===== src/rtl/secCfgPkg.sv =====
package secCfgPkg;
  localparam int CFG_W = 32;
  localparam logic [CFG_W-1:0] CFG_IMPL_MASK = 32'h0000_33BF;

  localparam int B_WFE     = 13;
  localparam int B_WFI     = 12;
  localparam int B_SFETCH  = 9;
  localparam int B_HYP     = 8;
  localparam int B_SMCOFF  = 7;
  localparam int B_AMASK   = 5;
  localparam int B_FMASK   = 4;
  localparam int B_ABTMON  = 3;
  localparam int B_FIQMON  = 2;
  localparam int B_IRQMON  = 1;
  localparam int B_NS      = 0;

  typedef struct packed {
    logic wrEn;
    logic rdEn;
  } cfgStrobeT;

  typedef enum logic [1:0] {
    ACC_IDLE  = 2'd0,
    ACC_OK    = 2'd1,
    ACC_TRAP  = 2'd2,
    ACC_UNDEF = 2'd3
  } accClassT;
endpackage


===== src/rtl/secCfgCtrl.sv =====
module secCfgCtrl
  import secCfgPkg::*;
#(
  parameter int LEVEL_W     = 2,
  parameter int ALLOW_LEVEL = 3,
  parameter int TRAP_LEVEL  = 1
) (
  input  logic               clk,
  input  logic               rstN,
  input  logic               reqValid,
  input  logic               reqWrite,
  input  logic [LEVEL_W-1:0] reqLevel,
  input  logic               reqNonSec,
  output cfgStrobeT          strobe,
  output logic               rspDone,
  output logic               rspUndef,
  output logic               rspTrap
);
  localparam logic [LEVEL_W-1:0] LVL_ALLOW = LEVEL_W'(ALLOW_LEVEL);
  localparam logic [LEVEL_W-1:0] LVL_TRAP  = LEVEL_W'(TRAP_LEVEL);

  accClassT accClass;

  // Fixed access table: the top level always completes, secure trap level traps,
  // everyone else is rejected.
  always_comb begin
    accClass = ACC_IDLE;
    if (reqValid) begin
      if (reqLevel == LVL_ALLOW)
        accClass = ACC_OK;
      else if ((reqLevel == LVL_TRAP) && !reqNonSec)
        accClass = ACC_TRAP;
      else
        accClass = ACC_UNDEF;
    end
  end

  always_comb begin
    strobe.wrEn = (accClass == ACC_OK) &&  reqWrite;
    strobe.rdEn = (accClass == ACC_OK) && !reqWrite;
    rspDone     = (accClass == ACC_OK);
    rspTrap     = (accClass == ACC_TRAP);
    rspUndef    = (accClass == ACC_UNDEF);
  end

  // responses are mutually exclusive
  p_resp_exclusive_r10: assert property (@(posedge clk) disable iff (!rstN)
    $onehot0({rspDone, rspUndef, rspTrap}));

  // secure trap-level request must trap and never write
  p_secure_trap_r4: assert property (@(posedge clk) disable iff (!rstN)
    (reqValid && reqLevel == LVL_TRAP && !reqNonSec) |-> (rspTrap && !strobe.wrEn));

  // idle cycle gives no response and no strobe
  p_idle_quiet_r9: assert property (@(posedge clk) disable iff (!rstN)
    !reqValid |-> !(rspDone || rspUndef || rspTrap || strobe.wrEn || strobe.rdEn));

  // allowed level always completes
  p_allow_done_r6: assert property (@(posedge clk) disable iff (!rstN)
    (reqValid && reqLevel == LVL_ALLOW) |-> rspDone);
endmodule


===== src/rtl/secCfgData.sv =====
module secCfgData
  import secCfgPkg::*;
#(
  parameter int               DATA_W    = CFG_W,
  parameter logic [DATA_W-1:0] IMPL_MASK = CFG_IMPL_MASK,
  parameter int               NS_BIT    = B_NS
) (
  input  logic              clk,
  input  logic              rstN,
  input  cfgStrobeT         strobe,
  input  logic [DATA_W-1:0] wrData,
  input  logic              inMonitor,
  output logic [DATA_W-1:0] cfgWord,
  output logic [DATA_W-1:0] rdData,
  output logic              effNonSecure
);
  // One flop per implemented bit; reserved positions are tied to zero.
  for (genvar i = 0; i < DATA_W; i++) begin : g_bit
    if (IMPL_MASK[i]) begin : g_impl
      logic q;
      always_ff @(posedge clk) begin
        if (!rstN)
          q <= 1'b0;
        else if (strobe.wrEn)
          q <= wrData[i];
      end
      assign cfgWord[i] = q;
    end else begin : g_rsvd
      assign cfgWord[i] = 1'b0;
    end
  end

  assign rdData       = strobe.rdEn ? cfgWord : '0;
  assign effNonSecure = cfgWord[NS_BIT] && !inMonitor;

  // a granted write lands on the next edge, masked
  p_write_lands_r3: assert property (@(posedge clk) disable iff (!rstN)
    strobe.wrEn |=> (cfgWord == ($past(wrData) & IMPL_MASK)));

  // without a granted write the stored word holds
  p_hold_r5: assert property (@(posedge clk) disable iff (!rstN)
    !strobe.wrEn |=> $stable(cfgWord));

  // monitor mode is always reported secure
  p_monitor_secure_r7: assert property (@(posedge clk) disable iff (!rstN)
    inMonitor |-> !effNonSecure);
endmodule


===== src/rtl/sec_cfg_reg.sv =====
module sec_cfg_reg
  import secCfgPkg::*;
#(
  parameter int LEVEL_W     = 2,
  parameter int ALLOW_LEVEL = 3,
  parameter int TRAP_LEVEL  = 1
) (
  input  logic               clk,
  input  logic               rstN,
  input  logic               reqValid,
  input  logic               reqWrite,
  input  logic [LEVEL_W-1:0] reqLevel,
  input  logic               reqNonSec,
  input  logic [CFG_W-1:0]   reqWrData,
  input  logic               inMonitor,
  output logic               rspDone,
  output logic               rspUndef,
  output logic               rspTrap,
  output logic [CFG_W-1:0]   rspRdData,
  output logic               trapWfe,
  output logic               trapWfi,
  output logic               secFetchGuard,
  output logic               hypCallEn,
  output logic               smcOff,
  output logic               abortMaskFree,
  output logic               fiqMaskFree,
  output logic               abortToMon,
  output logic               fiqToMon,
  output logic               irqToMon,
  output logic               nonSecBit,
  output logic               effNonSecure
);
  cfgStrobeT        strobe;
  logic [CFG_W-1:0] cfgWord;

  secCfgCtrl #(
    .LEVEL_W(LEVEL_W), .ALLOW_LEVEL(ALLOW_LEVEL), .TRAP_LEVEL(TRAP_LEVEL)
  ) u_ctrl (
    .clk(clk), .rstN(rstN), .reqValid(reqValid), .reqWrite(reqWrite),
    .reqLevel(reqLevel), .reqNonSec(reqNonSec), .strobe(strobe),
    .rspDone(rspDone), .rspUndef(rspUndef), .rspTrap(rspTrap)
  );

  secCfgData #(
    .DATA_W(CFG_W), .IMPL_MASK(CFG_IMPL_MASK), .NS_BIT(B_NS)
  ) u_data (
    .clk(clk), .rstN(rstN), .strobe(strobe), .wrData(reqWrData),
    .inMonitor(inMonitor), .cfgWord(cfgWord), .rdData(rspRdData),
    .effNonSecure(effNonSecure)
  );

  // field fan-out
  assign trapWfe       = cfgWord[B_WFE];
  assign trapWfi       = cfgWord[B_WFI];
  assign secFetchGuard = cfgWord[B_SFETCH];
  assign hypCallEn     = cfgWord[B_HYP];
  assign smcOff        = cfgWord[B_SMCOFF];
  assign abortMaskFree = cfgWord[B_AMASK];
  assign fiqMaskFree   = cfgWord[B_FMASK];
  assign abortToMon    = cfgWord[B_ABTMON];
  assign fiqToMon      = cfgWord[B_FIQMON];
  assign irqToMon      = cfgWord[B_IRQMON];
  assign nonSecBit     = cfgWord[B_NS];

  // reserved bits never reach the read port
  p_rsvd_zero_r2: assert property (@(posedge clk) disable iff (!rstN)
    (rspRdData & ~CFG_IMPL_MASK) == '0);
endmodule


===== config.mk =====
export PLATFORM = sky130hd
export DESIGN_NAME = sec_cfg_reg
export DESIGN_NICKNAME = d
export VERILOG_FILES = /design/src/rtl/secCfgPkg.sv /design/src/rtl/secCfgCtrl.sv /design/src/rtl/secCfgData.sv /design/src/rtl/sec_cfg_reg.sv
export SDC_FILE = /design/constraint.sdc
export NUM_CORES = 1
export LEC_CHECK = 0
export ABC_AREA = 1
export BUFFER_PORTS_ARGS = -buffer_cell sky130_fd_sc_hd__buf_2
export CORE_MARGIN = 8
export CORE_UTILIZATION = 31
export CTS_BUF_LIST = sky130_fd_sc_hd__clkbuf_16
export CTS_CLUSTER_SIZE = 16
export DETAILED_ROUTE_END_ITERATION = 8
export PLACE_DENSITY_LB_ADDON = 0.25
export SYNTH_ARGS = -nofsm -noshare
export SYNTH_HDL_FRONTEND = slang
export SYNTH_SLANG_ARGS = --single-unit
export TNS_END_PERCENT = 1

===== constraint.sdc =====
create_clock -name clk -period 0.9 [get_ports clk]
set_clock_uncertainty 0.2 [all_clocks]
set_input_delay 0.045 -clock clk [delete_from_list [all_inputs] [get_ports clk]]
set_output_delay 0.045 -clock clk [all_outputs]
set_load 0.05 [all_outputs]

==> flow_summary.toml, run 1 <==
[grt]
grt-ovfl-total = 0
grt_use_total = 0.106
grt_pass1_vias = 898
antenna_found_initial = 0
grt_pass1_wl_um = 3800
grt_max_degree = 13

[sta]
fmax_mhz = 877
rsz0062_at_grt = "true"
min_period_ns = 1.14
drv_slew = 0
period_share = 1.27
hold_viol = 11
whs_ns = -0.0802
finalSetupTns_ns = -4.02
final-setup-viol-count = 26
fin_ws_ns = -0.240

[placed_design]
dpl.hpwl_um = 1830
port_buffers = 44
gp_congestion = 0.734
post-place-cells = 201

[job]
drv_cap = 0

[synthesis]
syn_inst = 127
synth_cell_types = 15
synthTopCellsByCount = "24 x inv_1, 24 x nor2_1, 21 x buf_4, 12 x nand2_1, 12 x nand3_1"
synth.area.top_cells = "dfxtp_1 27%, buf_4 19%, inv_1 11%"
ys.flop_type = "dfxtp_1"
ys_async_sr_fraction = 0
synth_area_um2 = 825
synth-edff-count = 0
seq_area_frac_synth = 0.267
yosysWarnings = 0
avgSynthCellArea_um2 = 6.49
synth-seq-cells = 11
synth_top_area_cell = "dfxtp_1"
netlist.area_leader.share = 0.267

[pwr]
vdd_ir_drop_max_mv = 0.879
p_leak_nw = 0.671
powerDensity_nw_per_um2 = 1320

[die]
dieArea_um2 = 4570
boundaryPins = 87
core-area_um2 = 2500
num_rows = 18
die_y_um = 67.6
die_w_um = 67.6
initial_core_util = 0.330

[layout]
fin_util = 0.560
area_growth_pct = 69.8
antenna_cells = 0
largest_reg_flops = 11
largest_register = "u_data.g_bit.g_impl.q"
top_regs = "u_data.g_bit.g_impl.q x11"
fin_cells = 205
fin_nets = 216
drive_above_1_share = 0.514

[cts]
cts_inserted_buffers = 3
clk_latency_ns = 0.24
root_buffer = "clkbuf_16"
htreeDepth = 1
cts_tree = "done"
clk_pin_slew_ns = 0.04
cts_setup_buffers = 0
clkSinkCount = 11
cts_buffer_depth = 2

[routing]
drt-initial-drc-count = 28
dr.pass1.iters = 4
drc = 0
vias_per_cell = 4.03
wl_per_cell_um = 11.5
via_count = 827
ant_nets = 0
wirelength_um = 2370

[critical_path]
path_class = "reg2out"
cp.required_ns = 0.65
crit_fanout = 3
startpoint_type = "register"
cp.arrival_ns = 0.89
reg2reg_setup_slack_ns = 0.09
endpoint_kind = "output pin"

[min_path]
min_path_type = "in2reg"

[run_status]
status = "complete, but fails checks"
violations = "negative hold slack, negative setup slack"
critical path, cell delays in order, from the launching register on:
cell	delay, ns
dfxtp_4	0.35
inv_2	0.04
nor2_4	0.11
buf_8	0.15
cells by family after synthesis:
kind of cell / after synthesis / synth area share
other: 1 / 0.00455
AND/OR/NAND/NOR: 64 / 0.370
buffers and inverters: 51 / 0.358
flip-flops: 11 / 0.267
cell usage in the layout, fill, tap and decap left out:
master / count
inv_2: 6
clkbuf_16: 3
dfxtp_4: 11
nand2_8: 1
inv_4: 2
nand2_4: 1
conb_1: 21
inv_1: 18
nand2_1: 12
nor2_4: 14
nor2_1: 22
buf_6: 19
nand3_1: 12
buf_8: 6
nor3_4: 1
buf_2: 19
buf_4: 6
and3_2: 1
what timing repair did:
action                                 4_1_cts  5_1_grt
setup endpoints to repair                   37       37
pin swaps                                    1        2
resized for setup                           55       11
endpoints found under the hold margin       11       11
layout make-up:
cell class	count	area (um2)
Clock buffer	3	75.1
Clock inverter	1	3.75
Fill cell	229	1100
Inverter	25	98.8
Multi-Input combinational cell	85	479
Sequential cell	11	262
Tap cell	30	37.5
Timing Repair Buffer	50	444
layer usage:
layer,global-route usage,wire (um),share of wire,vias up
met5,0,0,0,-
met4,0.0392,31,0.013,0
met3,0.0364,264,0.11,5
met2,0.187,1180,0.50,42
met1,0.115,889,0.38,355
li1,-,-,-,425
worst paths after layout:
path                            startpoint                       end  cells after the start
setup reg to reg  u_data.g_bit[8].g_impl.q  u_data.g_bit[8].g_impl.q                      2
hold reg to reg   u_data.g_bit[5].g_impl.q  u_data.g_bit[5].g_impl.q                      2
hold / removal                reqWrData[2]  u_data.g_bit[2].g_impl.q                      5
setup / recovery  u_data.g_bit[9].g_impl.q              rspRdData[9]                      3
power by group:
group          switching (W)  internal [W]
clock network       0.000210      0.000582
logic               0.000411      0.000133
registers          0.0000192      0.000486
through the flow:
step	total power, W	setup slack (ns)	cell area, um2
finish	0.00184	-0.240	1400
global route	0.00192	-0.271	1400
CTS	0.00184	-0.229	1370
detailed placement	0.00100	-0.332	1120
global placement	0.000998	-0.322	1120
floorplan	0.000981	-0.131	1030
No activity file was read; power rests on OpenSTA's default activity.
==> run 2, diff against run 1 <==
--- a/config.mk
+++ b/config.mk
@@ -8,7 +8,7 @@
 export ABC_AREA = 1
 export BUFFER_PORTS_ARGS = -buffer_cell sky130_fd_sc_hd__buf_2
 export CORE_MARGIN = 8
-export CORE_UTILIZATION = 31
+export CORE_UTILIZATION = 37
 export CTS_BUF_LIST = sky130_fd_sc_hd__clkbuf_16
 export CTS_CLUSTER_SIZE = 16
 export DETAILED_ROUTE_END_ITERATION = 8
==> constraint.sdc (replaced) <==
create_clock -name clk -period 1.4 [get_ports clk]
set_clock_uncertainty 0.2 [all_clocks]
set_input_delay 0.07 -clock clk [delete_from_list [all_inputs] [get_ports clk]]
set_output_delay 0.07 -clock clk [all_outputs]
set_load 0.05 [all_outputs]
==> run 2 against run 1 <==
  * The flow now finishes without violations
  * Combinational power shrank 40%
  * Sequential share of layout area grew 0.11 points
  * Global-route usage grew 0.61 points
  * Cell count grew 2.9%
  * Power shrank 36%
  * Worst hold slack gained 0.18 ns
  * Routed wire length shrank 3.7%
  * Die area shrank 13%
  * Largest power group unchanged
  * Highest routed layer unchanged
==> flow_summary.toml, run 2 (synthesized netlist as in run 1, its figures left out) <==
[routing]
ant_nets = 0
via_count = 819
drt-initial-drc-count = 17
vias_per_cell = 3.88
wirelength_um = 2280
drc = 0
dr.pass1.iters = 4
wl_per_cell_um = 10.8

[sta]
period_share = 0.916
whs_ns = 0.0981
rsz0062_at_grt = "false"
drv_slew = 0
fmax_mhz = 780
final-setup-viol-count = 0
min_period_ns = 1.28
fin_ws_ns = 0.118
hold_viol = 0

[critical_path]
crit_path_max_incr_delay_ns = 0.34
slowest_stage = "dfxtp_1"
cp.arrival_ns = 1.01
crit_fanout = 3
reg2reg_depth = 2
crit_chain = "inv_1 -> nor2_2 -> buf_2"
cp.required_ns = 1.13
path_class = "reg2out"
startpoint_type = "register"
endpoint_kind = "output pin"

[layout]
fin_util = 0.540
drive_above_1_share = 0.366
fin_cells = 211
largest_reg_flops = 11
final_common_cell = "buf_2"
largest_register = "u_data.g_bit.g_impl.q"
most-common-layout-cells = "44 x buf_2, 25 x inv_1, 22 x nor2_1, 21 x conb_1"
top_regs = "u_data.g_bit.g_impl.q x11"
antenna_cells = 0
area_growth_pct = 42.2
nFillCells = 231
fin_nets = 224

[pwr]
p_leak_nw = 0.654
powerDensity_nw_per_um2 = 999
clock_power_share = 0.438
vdd_ir_drop_max_mv = 0.538
swShare = 0.338
p_int_w = 0.000775
p_comb_frac = 0.278
p_switching_w = 0.000396
sequentialPowerShare = 0.284

[cts]
cts_setup_buffers = 0
clk_latency_ns = 0.23
root_buffer = "clkbuf_16"
clkSinkCount = 11
clk_pin_slew_ns = 0.04
cts_hold_buf = 12
htreeDepth = 1
cts_tree = "done"
cts_resized = 0
cts_buffer_depth = 2
cts_inserted_buffers = 3

[job]
drv_cap = 0

[grt]
grt_use_total = 0.112
grt_pass1_wl_um = 3730
grt_pass1_vias = 826
grt_max_degree = 13
antenna_found_initial = 0
grt-ovfl-total = 0

[placed_design]
post-place-cells = 195
place_ws_ns = 0.115
dpl.hpwl_um = 1680
port_buffers = 44
gp_congestion = 0.696

[run_status]
status = "finished clean"

[min_path]
min_path_type = "in2reg"
whs_path_depth = 5

[die]
num_rows = 17
initial_core_util = 0.380
boundaryPins = 87
dieArea_um2 = 3990
core-area_um2 = 2170
die_y_um = 63.2
die_w_um = 63.2
run 2: power by group through the flow:
stage / clock, W / sequential (W) / combinational, W
2_1_floorplan: 0 / 0.000376 / 0.000255
3_3_place_gp: 0 / 0.000338 / 0.000295
3_5_place_dp: 0 / 0.000338 / 0.000298
4_1_cts: 0.000524 / 0.000333 / 0.000324
5_1_grt: 0.000540 / 0.000334 / 0.000348
6_report: 0.000513 / 0.000333 / 0.000326
run 2: per-layer routing:
metal	wire, um	track usage	up-vias
li1	-	-	438
met1	898	0.105	336
met2	1120	0.202	43
met3	244	0.0548	2
met4	21	0.0501	0
met5	0	0	-
run 2: final cells by class:
cell class | count | area [um2] | share of cell area
Clock buffer | 3 | 75.1 | 0.0640
Inverter | 25 | 93.8 | 0.0800
Clock inverter | 1 | 3.75 | 0.00320
Timing Repair Buffer | 58 | 355 | 0.303
Sequential cell | 11 | 220 | 0.188
Multi-Input combinational cell | 85 | 389 | 0.332
Tap cell | 28 | 35.0 | 0.0299
run 2: worst paths after layout:
| path | end | from | slack (ns) |
|---|---|---|---|
| worst min-delay path | u_data.g_bit[7].g_impl.q | reqWrite | 0.1 |
| worst max register to register | u_data.g_bit[13].g_impl.q | u_data.g_bit[13].g_impl.q | 0.62 |
| worst min register to register | u_data.g_bit[4].g_impl.q | u_data.g_bit[4].g_impl.q | 0.29 |
| worst max-delay path | rspRdData[13] | u_data.g_bit[13].g_impl.q | 0.12 |
run 2: worst max-delay path: cells and delay by family (launching register included):
| kind | cells | cell delay [ns] |
|---|---|---|
| simple gates | 1 | 0.10 |
| buf+inv | 2 | 0.34 |
| flops | 1 | 0.34 |
run 2: through the flow:
step	area, um2	total power (W)	setup TNS, ns
floorplan	905	0.000631	-0.774
global placement	973	0.000633	0
detailed placement	973	0.000636	0
CTS	1170	0.00118	0
global route	1170	0.00122	0
finish	1170	0.00117	0
